$ cat src/rtl/pcm_slot_pkg.sv
package pcm_slot_pkg;
   localparam int SLOT_BITS = 8;
   localparam int SAMPLE_W  = 2 * SLOT_BITS;
   localparam int MAX_SLOTS = 128;
   localparam int SLOT_W    = $clog2(MAX_SLOTS);
   localparam int POS_W     = $clog2(MAX_SLOTS * SLOT_BITS) + 1;
   localparam int CUR_W     = POS_W - $clog2(SLOT_BITS);
   localparam int CNT_W     = POS_W;
   localparam int NSL_W     = SLOT_W + 1;

   // Map a measured frame period (bit clocks) to a slot count; 0 = unsupported.
   function automatic logic [NSL_W-1:0] slots_for_len(input logic [CNT_W-1:0] len);
      logic [NSL_W-1:0] r;
      case (len)
         CNT_W'(192), CNT_W'(193): r = NSL_W'(24);
         CNT_W'(256):              r = NSL_W'(32);
         CNT_W'(512):              r = NSL_W'(64);
         CNT_W'(1024):             r = NSL_W'(128);
         default:                  r = '0;
      endcase
      return r;
   endfunction

   // Last slot a channel occupies, widened so slot+1 cannot wrap.
   function automatic logic [CUR_W-1:0] last_slot(input logic [SLOT_W-1:0] slot,
                                                  input logic lin);
      return CUR_W'(slot) + CUR_W'(lin);
   endfunction

   // True when the current slot index belongs to this channel's sample.
   function automatic logic slot_hit(input logic [CUR_W-1:0] cur,
                                     input logic [SLOT_W-1:0] slot,
                                     input logic lin,
                                     input logic [NSL_W-1:0] nslots);
      logic fits;
      fits = last_slot(slot, lin) < CUR_W'(nslots);
      return fits && ((cur == CUR_W'(slot)) || (lin && cur == CUR_W'(slot) + CUR_W'(1)));
   endfunction
endpackage

$ cat src/rtl/pcm_frame_timer.sv
module pcm_frame_timer
   import pcm_slot_pkg::*;
#(
   parameter int SHIFT_W = 3
) (
   input  logic               clk,
   input  logic               rst_n,
   input  logic               fs,
   input  logic [SHIFT_W-1:0] shift,
   output logic [POS_W-1:0]   pos_nxt,
   output logic [POS_W-1:0]   pos_cur,
   output logic               lock,
   output logic [NSL_W-1:0]   nslots
);
   localparam int NTAP = 2 ** SHIFT_W;
   localparam logic [POS_W-1:0] POS_MAX = '1;
   localparam logic [CNT_W-1:0] CNT_MAX = '1;

   logic              fs_q;
   logic              fs_edge;
   logic [NTAP-1:0]   taps;
   logic              fstart;
   logic [CNT_W-1:0]  period_cnt;
   logic              seen_edge;
   logic [NSL_W-1:0]  nslots_r;
   logic [POS_W-1:0]  pos_r;

   assign fs_edge = fs & ~fs_q;
   assign taps[0] = fs_edge;

   // Delay line: tap k holds the sync edge seen k clocks ago.
   for (genvar k = 1; k < NTAP; k++) begin : g_tap
      always_ff @(posedge clk or negedge rst_n) begin
         if (!rst_n) taps[k] <= 1'b0;
         else        taps[k] <= taps[k-1];
      end
   end

   assign fstart = taps[shift];

   always_ff @(posedge clk or negedge rst_n) begin
      if (!rst_n) begin
         fs_q       <= 1'b0;
         period_cnt <= '0;
         seen_edge  <= 1'b0;
         nslots_r   <= '0;
      end else begin
         fs_q <= fs;
         if (fs_edge) begin
            period_cnt <= '0;
            seen_edge  <= 1'b1;
            if (seen_edge) nslots_r <= slots_for_len(period_cnt + CNT_W'(1));
         end else if (period_cnt != CNT_MAX) begin
            period_cnt <= period_cnt + CNT_W'(1);
         end
      end
   end

   always_comb begin
      if (fstart)                pos_nxt = '0;
      else if (pos_r == POS_MAX) pos_nxt = pos_r;
      else                       pos_nxt = pos_r + POS_W'(1);
   end

   always_ff @(posedge clk or negedge rst_n) begin
      if (!rst_n) pos_r <= POS_MAX;
      else        pos_r <= pos_nxt;
   end

   assign pos_cur = pos_r;
   assign nslots  = nslots_r;
   assign lock    = (nslots_r != '0);

   assert_lock_on_fs_edge_R2: assert property (@(posedge clk) disable iff (!rst_n)
      $rose(lock) |-> ($past(fs) && !$past(fs, 2)));

   assert_slot_count_legal_R2: assert property (@(posedge clk) disable iff (!rst_n)
      (nslots == 8'd0 || nslots == 8'd24 || nslots == 8'd32 ||
       nslots == 8'd64 || nslots == 8'd128));
endmodule

$ cat src/rtl/pcm_tx_lane.sv
module pcm_tx_lane
   import pcm_slot_pkg::*;
(
   input  logic                clk,
   input  logic                rst_n,
   input  logic [POS_W-1:0]    pos_nxt,
   input  logic                lock,
   input  logic                lin,
   input  logic [NSL_W-1:0]    nslots,
   input  logic [SLOT_W-1:0]   slot,
   input  logic [SAMPLE_W-1:0] sample,
   output logic                bit_out,
   output logic                oe
);
   localparam int BIT_LSB = $clog2(SLOT_BITS);

   logic [CUR_W-1:0]    cur;
   logic                hit;
   logic                first;
   logic [SAMPLE_W-1:0] aligned;
   logic [SAMPLE_W-1:0] sh;

   assign cur     = pos_nxt[POS_W-1:BIT_LSB];
   assign hit     = slot_hit(cur, slot, lin, nslots);
   assign first   = hit && (cur == CUR_W'(slot)) && (pos_nxt[BIT_LSB-1:0] == '0);
   assign aligned = lin ? sample : {sample[SLOT_BITS-1:0], {SLOT_BITS{1'b0}}};

   always_ff @(posedge clk or negedge rst_n) begin
      if (!rst_n) begin
         oe      <= 1'b0;
         bit_out <= 1'b0;
         sh      <= '0;
      end else begin
         oe <= lock & hit;
         if (first) begin
            bit_out <= aligned[SAMPLE_W-1];
            sh      <= {aligned[SAMPLE_W-2:0], 1'b0};
         end else if (hit) begin
            bit_out <= sh[SAMPLE_W-1];
            sh      <= {sh[SAMPLE_W-2:0], 1'b0};
         end
      end
   end

   assert_oe_needs_lock_R3: assert property (@(posedge clk) disable iff (!rst_n)
      oe |-> $past(lock));
endmodule

$ cat src/rtl/pcm_rx_lane.sv
module pcm_rx_lane
   import pcm_slot_pkg::*;
(
   input  logic                clk,
   input  logic                rst_n,
   input  logic [POS_W-1:0]    pos_cur,
   input  logic                rx_bit,
   input  logic                lock,
   input  logic                lin,
   input  logic [NSL_W-1:0]    nslots,
   input  logic [SLOT_W-1:0]   slot,
   output logic [SAMPLE_W-1:0] data,
   output logic                valid
);
   localparam int BIT_LSB = $clog2(SLOT_BITS);

   logic [CUR_W-1:0]    cur;
   logic                hit;
   logic                last;
   logic [SAMPLE_W-2:0] sh;

   assign cur  = pos_cur[POS_W-1:BIT_LSB];
   assign hit  = slot_hit(cur, slot, lin, nslots);
   assign last = hit && (cur == last_slot(slot, lin)) && (pos_cur[BIT_LSB-1:0] == '1);

   always_ff @(posedge clk or negedge rst_n) begin
      if (!rst_n) begin
         sh    <= '0;
         data  <= '0;
         valid <= 1'b0;
      end else begin
         valid <= 1'b0;
         if (lock && hit) sh <= {sh[SAMPLE_W-3:0], rx_bit};
         if (lock && last) begin
            valid <= 1'b1;
            data  <= lin ? {sh, rx_bit}
                         : {{SLOT_BITS{1'b0}}, sh[SLOT_BITS-2:0], rx_bit};
         end
      end
   end

   assert_valid_single_R9: assert property (@(posedge clk) disable iff (!rst_n)
      valid |=> !valid);

   assert_valid_needs_lock_R3: assert property (@(posedge clk) disable iff (!rst_n)
      valid |-> $past(lock));
endmodule

$ cat src/rtl/pcm_slot_xcvr.sv
module pcm_slot_xcvr
   import pcm_slot_pkg::*;
#(
   parameter int NCH     = 4,
   parameter int SHIFT_W = 3
) (
   input  logic                    bclk,
   input  logic                    rst_n,
   input  logic                    fs,
   input  logic                    rx_line,
   input  logic [SHIFT_W-1:0]      fs_delay,
   input  logic                    lin_mode,
   input  logic [NCH*SLOT_W-1:0]   tx_slot_cfg,
   input  logic [NCH*SLOT_W-1:0]   rx_slot_cfg,
   input  logic [NCH*SAMPLE_W-1:0] tx_sample,
   output logic                    tx_line,
   output logic                    tx_oe,
   output logic [NCH*SAMPLE_W-1:0] rx_sample,
   output logic [NCH-1:0]          rx_valid,
   output logic                    lock,
   output logic [NSL_W-1:0]        slot_count
);
   if (NCH < 1) begin : g_bad_nch
      $error("pcm_slot_xcvr: NCH must be at least 1");
   end
   if (SHIFT_W < 1 || SHIFT_W > 4) begin : g_bad_shift
      $error("pcm_slot_xcvr: SHIFT_W must be 1..4");
   end

   logic [POS_W-1:0] pos_nxt;
   logic [POS_W-1:0] pos_cur;
   logic             rx_fall;
   logic [NCH-1:0]   lane_bit;
   logic [NCH-1:0]   lane_oe;

   pcm_frame_timer #(.SHIFT_W(SHIFT_W)) u_timer (
      .clk     (bclk),
      .rst_n   (rst_n),
      .fs      (fs),
      .shift   (fs_delay),
      .pos_nxt (pos_nxt),
      .pos_cur (pos_cur),
      .lock    (lock),
      .nslots  (slot_count)
   );

   // Receive data is taken mid-bit on the falling edge.
   always_ff @(negedge bclk or negedge rst_n) begin
      if (!rst_n) rx_fall <= 1'b0;
      else        rx_fall <= rx_line;
   end

   for (genvar c = 0; c < NCH; c++) begin : g_ch
      pcm_tx_lane u_tx (
         .clk     (bclk),
         .rst_n   (rst_n),
         .pos_nxt (pos_nxt),
         .lock    (lock),
         .lin     (lin_mode),
         .nslots  (slot_count),
         .slot    (tx_slot_cfg[c*SLOT_W +: SLOT_W]),
         .sample  (tx_sample[c*SAMPLE_W +: SAMPLE_W]),
         .bit_out (lane_bit[c]),
         .oe      (lane_oe[c])
      );
      pcm_rx_lane u_rx (
         .clk     (bclk),
         .rst_n   (rst_n),
         .pos_cur (pos_cur),
         .rx_bit  (rx_fall),
         .lock    (lock),
         .lin     (lin_mode),
         .nslots  (slot_count),
         .slot    (rx_slot_cfg[c*SLOT_W +: SLOT_W]),
         .data    (rx_sample[c*SAMPLE_W +: SAMPLE_W]),
         .valid   (rx_valid[c])
      );
   end

   assign tx_line = |(lane_bit & lane_oe);
   assign tx_oe   = |lane_oe;

   assert_line_quiet_when_off_R6: assert property (@(posedge bclk) disable iff (!rst_n)
      !tx_oe |-> !tx_line);
endmodule

$ cat config.mk
export PLATFORM = sky130hd
export DESIGN_NAME = pcm_slot_xcvr
export DESIGN_NICKNAME = d
export VERILOG_FILES = /design/src/rtl/pcm_slot_pkg.sv /design/src/rtl/pcm_frame_timer.sv /design/src/rtl/pcm_tx_lane.sv /design/src/rtl/pcm_rx_lane.sv /design/src/rtl/pcm_slot_xcvr.sv
export SDC_FILE = /design/constraint.sdc
export NUM_CORES = 1
export LEC_CHECK = 0
export CAP_MARGIN = 20
export CORE_MARGIN = 5
export CORE_UTILIZATION = 35
export CTS_CLUSTER_DIAMETER = 150
export DETAILED_ROUTE_END_ITERATION = 10
export GPL_TIMING_DRIVEN = 0
export SLEW_MARGIN = 20
export SYNTH_ARGS = -nofsm -noshare
export SYNTH_HDL_FRONTEND = slang
export SYNTH_SLANG_ARGS = --single-unit
$ cat constraint.sdc
create_clock -name bclk -period 8 [get_ports bclk]
set_input_delay 0.8 -clock bclk [delete_from_list [all_inputs] [get_ports bclk]]
set_output_delay 0.8 -clock bclk [all_outputs]
set_load 0.02 [all_outputs]
# Yosys cells after proc, flatten, opt, wreduce, memory -nomap -nowiden

Index checks and enable logic that the tools add are counted.

$add $sub $neg: 18
$lt $le $gt $ge: 9
Eq/ne operators: 28
Multiplexer cells: 35
Bitwise logic cells: 7
Reductions and logical operators: 59

Operators by type and width:

| operator                                           | count |
|---|---|
| two-way mux 16 bit                                 | 16 |
| == test 8 bit                                      | 12 |
| adder 7 x 1 -> 8 bit                               | 8 |
| adder 7 x 1 -> 8 bit, second input constant        | 8 |
| == test 8 x 7 -> 1 bit                             | 8 |
| < comparator 8 bit                                 | 8 |
| two-way mux 11 bit                                 | 4 |
| logical AND 1 bit                                  | 40 |
| case mux 8 bit (4 select lines)                    | 1 |
| adder 11 x 1 -> 11 bit, second input constant      | 2 |
| == test 11 bit, second input constant              | 2 |
| == test 11 x 8 -> 1 bit, second input constant     | 2 |
| two-way mux 1 bit                                  | 13 |
| == test 11 x 10 -> 1 bit, second input constant    | 1 |
| == test 11 x 9 -> 1 bit, second input constant     | 1 |
| != test 11 bit, second input constant              | 1 |
| nonzero test 2 bit                                 | 5 |
| logical OR 1 bit                                   | 8 |
| nonzero test 8 bit                                 | 1 |
| OR reduction 4 bit                                 | 2 |
| AND 1 bit                                          | 5 |
| AND 4 bit                                          | 1 |
| < comparator 3 x 4 -> 1 bit, second input constant | 1 |
| binary-select mux 1 bit (select 3 bit)             | 1 |
| 5 further kinds                                    | 5 |

Bits in registers: 240
Input bits: 128
Output and inout bits: 79
Word-level logic and storage cells: 193

# Longest topological paths before layout

Word-level depth: 12
Mapped depth: 18
Mapped depth without buffers: 12

# Modules after synthesis

Synthesis repeated with hierarchy kept, for this count alone.

Cells, all modules: 1541
Area total of the unflattened synthesis: 16543.4 sq um

Modules (own cells, without submodules):

| module                          | times used | cells an instance | area an instance (sq um) | sequential area each (sq um) |
|---|---|---|---|---|
| pcm_tx_lane                     | 4          | 145               | 1575.3                   | 425.4 |
| pcm_rx_lane at g_ch[0].u_rx ... | 3          | 191               | 2072.0                   | 800.8 |
| pcm_rx_lane at g_ch[3].u_rx     | 1          | 196               | 2125.8                   | 800.8 |
| pcm_frame_timer                 | 1          | 187               | 1849.3                   | 889.6 |
| pcm_slot_xcvr                   | 1          | 5                 | 51.3                     | 25.0 |

==> flow_metrics.tcl <==
set metrics [dict create \
    regArea_um2 5819 \
    required_ns 8.44 \
    pwr-share-clk_pct 42.4 \
    ir_drop_mv 0.1525 \
    h-tree-depth 1 \
    clockBufferDepth 3 \
    r2r_start "u_timer.nslots[4]" \
    final_critical_path_setup_slack_ns 0.5661 \
    power_frac_seq_pct 41.7 \
    drv_cap 0 \
    routed_wl_mm 41.81 \
    finalSetupViolations 0 \
    fmax_mhz 134.5 \
    clock-sinks 232 \
    cpMostUsedCell "clkbuf_1" \
    path_max_fanout 10 \
    internal_power_uw 2250 \
    critPathCaptureType "flip-flop" \
    synth_seq_cells 232 \
    die_h_um 215.3 \
    syn2layout_area_growth_pct 24.33 \
    critical_path.max_stage_delay_ns 0.81 \
    p_comb_share_pct 15.9 \
    path_cells "clkdlybuf4s50_1 -> clkbuf_1 -> buf_1 -> buf_1 -> clkbuf_1 -> clkbuf_1 -> nand3_1 -> xnor2_1 -> ha_1 -> o21ai_0 -> a31oi_1 -> o41ai_1 -> o2111ai_1 -> nor4b_1 -> and2_1 -> clkbuf_1 -> buf_1 -> a21oi_1 -> mux2_2" \
    start_util_pct 35.25 \
    multi_input_area_um2 8187 \
    numCtsBuffers 28 \
    switchingPower_uw 825.6 \
    rsz0062_at_grt "false" \
    worst_slew_pin_slew_ns 1.022 \
    reg2reg_to "g_ch[2].u_rx.data[7]" \
    drive_gt1_share_pct 15.06 \
    synthCells 1482 \
    critical_path_buf_inv_count 8 \
    vias 11876 \
    clock_skew_ns 0.01789 \
    dp_cells 2214 \
    synth_ff_type "dfrtp_1" \
    grtUsageTotal_pct 17.56 \
    synth-edff-count 0 \
    yosys_warnings 0 \
    chipWidth_um 215.3 \
    finalMaxSlewViolations 0 \
    num-fill-cells 4029 \
    syn_area_um2 14750 \
    start_kind "input port" \
    syn_area_per_cell_um2 9.954 \
    seq_area_frac_synth_pct 39.45 \
    overflow 0 \
    hold_violations 0 \
    synth_top_family_by_area "multiplexers" \
    rrSetupSlack_ns 2.91 \
    crit_arrival_ns 7.88 \
    fin_nets 1885 \
    hp-class "in2async" \
    wl_per_cell_um 18.44 \
    root_buffer "clkbuf_16" \
    place_congestion 0.9078 \
    outcome "completed" \
    final_cells 2267 \
    critPathTopFamily "buffers and inverters" \
    numPortBuffers 187 \
    critPathKind "in2reg" \
    antenna_left 0 \
    antenna_found_initial 6 \
    layout_common_cells "dfrtp_1 (220), clkdlybuf4s50_1 (186), mux2_2 (148)" \
    slew_headroom_pct 31.31 \
    synth-xor-area-share_pct 8.372 \
    synth-adder-area-share_pct 4.411 \
    hpwl_mm 31.16 \
    dp_slack_ns 0.02434 \
    cts.repair.resized 0 \
    synth-compound-area-share_pct 10.08 \
    clock_latency_ns 0.56 \
    grt_max_degree 92 \
    sw_frac_of_total_pct 26.84 \
    core_um2 41850 \
    reg2reg_depth 13 \
    die_area_um2 46350 \
    path_clk_slew_ns 0.06 \
    drc 0 \
    grt_pass1_wl_mm 66.97 \
    row_count 75 \
    critical_path.slowest_cell "clkdlybuf4s50_1" \
    fin_util_pct 43.82 \
    synthSimpleGateAreaFrac_pct 13.94 \
    synth_cell_types 82 \
    cts_tree "done" \
    cellPowerDensity_nw_per_um2 167.7 \
    ioPinCount 207 \
    synthArstFlopShare_pct 100.0 \
    synth_mux_area_share_pct 18.58 \
    post_cts_buffers 0 \
    fin_crit_ns 7.434 \
    final_common_cell "dfrtp_1" \
    leakagePower_uw 0.008358 \
    first_iter_violations 656 \
    firstDrtPassIters 5 \
    min_period_over_period_pct 92.92 \
    viasPerCell 5.239 \
    hold_buffers 0 \
    grt_pass1_vias 12300 \
]
[registers in the layout, indices dropped and copies added, names as in the netlist]
signal	count
rx_fall	1
u_timer.nslots	4
g_ch.u_tx.oe	4
u_timer.taps	7
u_timer.fs_q	1
g_ch.u_tx.bit_out	4
u_timer.pos_cur	11
g_ch.u_rx.data	64
g_ch.u_rx.valid	4
g_ch.u_tx.sh	60
u_timer.seen_edge	1
g_ch.u_rx.sh	60
u_timer.period_cnt	11
[through the flow]
step	instance area [um2]	TNS [ns]	hold slack (ns)	total power, uW
finish	18340	0	0.1628	3075
CTS	18340	0	0.1531	3123
detailed placement	17380	0	0.3638	1792
global route	18340	0	0.1783	3230
floorplan	14760	0	0.3488	1602
global placement	17310	-863.87	0.3618	1778
[logic make-up (layout without fill, tap and decap cells)]
group / Yosys count / count (layout)
and+or+nand+nor: 397 / 397
DFF: 232 / 232
adders and majority gates: 52 / 52
xor gates and xnor gates: 141 / 141
other: 1 / 5
AOI/OAI and AO/OA: 220 / 220
buffers and inverters: 186 / 428
muxes: 253 / 253
[power groups by stage]
stage                     sequential, uW  combinational (uW)  clock, uW
after global placement              1300                 475          0
after global routing                1290                 545       1390
after CTS                           1280                 492       1350
after floorplan                     1290                 311          0
after detailed placement            1300                 489          0
final                               1280                 489       1300
[synthesized netlist by cell type (22+ instances only)]
master / count / share of area [%]
xnor2_1: 93 / 5.5
a21oi_1: 67 / 2.3
mux2i_1: 95 / 6.4
xor2_1: 48 / 2.8
clkbuf_1: 63 / 1.6
nand4_1: 26 / 1.1
nor2_1: 79 / 2.0
o21ai_0: 37 / 1.3
mux2_2: 148 / 11
nand3_1: 52 / 1.8
nand2_1: 98 / 2.5
and3_1: 22 / 0.93
dfrtp_1: 220 / 37
nor3_1: 24 / 0.81
inv_1: 84 / 2.1
ha_1: 52 / 4.4
[metal layers]
metal	part of all wire (%)	GRT usage, %	up-vias
li1	-	-	5707
met1	46	23.78	5769
met2	45	28.41	326
met3	6.6	4.151	68
met4	2.1	4.630	6
met5	0.098	0	-
[worst max-delay path by stage]
stage             start                  end  slack, ns  cells after the start
2_1_floorplan  lin_mode  g_ch[3].u_tx.sh[10]       2.85                     18
3_3_place_gp      rst_n              rx_fall      -7.57                      1
3_5_place_dp   lin_mode  g_ch[3].u_tx.sh[15]       0.02                     19
4_1_cts        lin_mode  g_ch[3].u_tx.sh[15]       0.60                     19
5_1_grt        lin_mode  g_ch[3].u_tx.sh[14]       0.05                     19
6_report       lin_mode  g_ch[3].u_tx.sh[15]       0.57                     19
[layout make-up]
cell class	instances	share of cell area (%)
Buffer	101	2.401
Inverter	85	1.740
Clock inverter	16	1.023
Timing Repair Buffer	191	10.59
Multi-Input combinational cell	1066	44.63
Clock buffer	35	4.182
Antenna cell	2	0.02729
Sequential cell	232	31.73
Tap cell	539	3.677
Power figures use the tool's default switching activity.
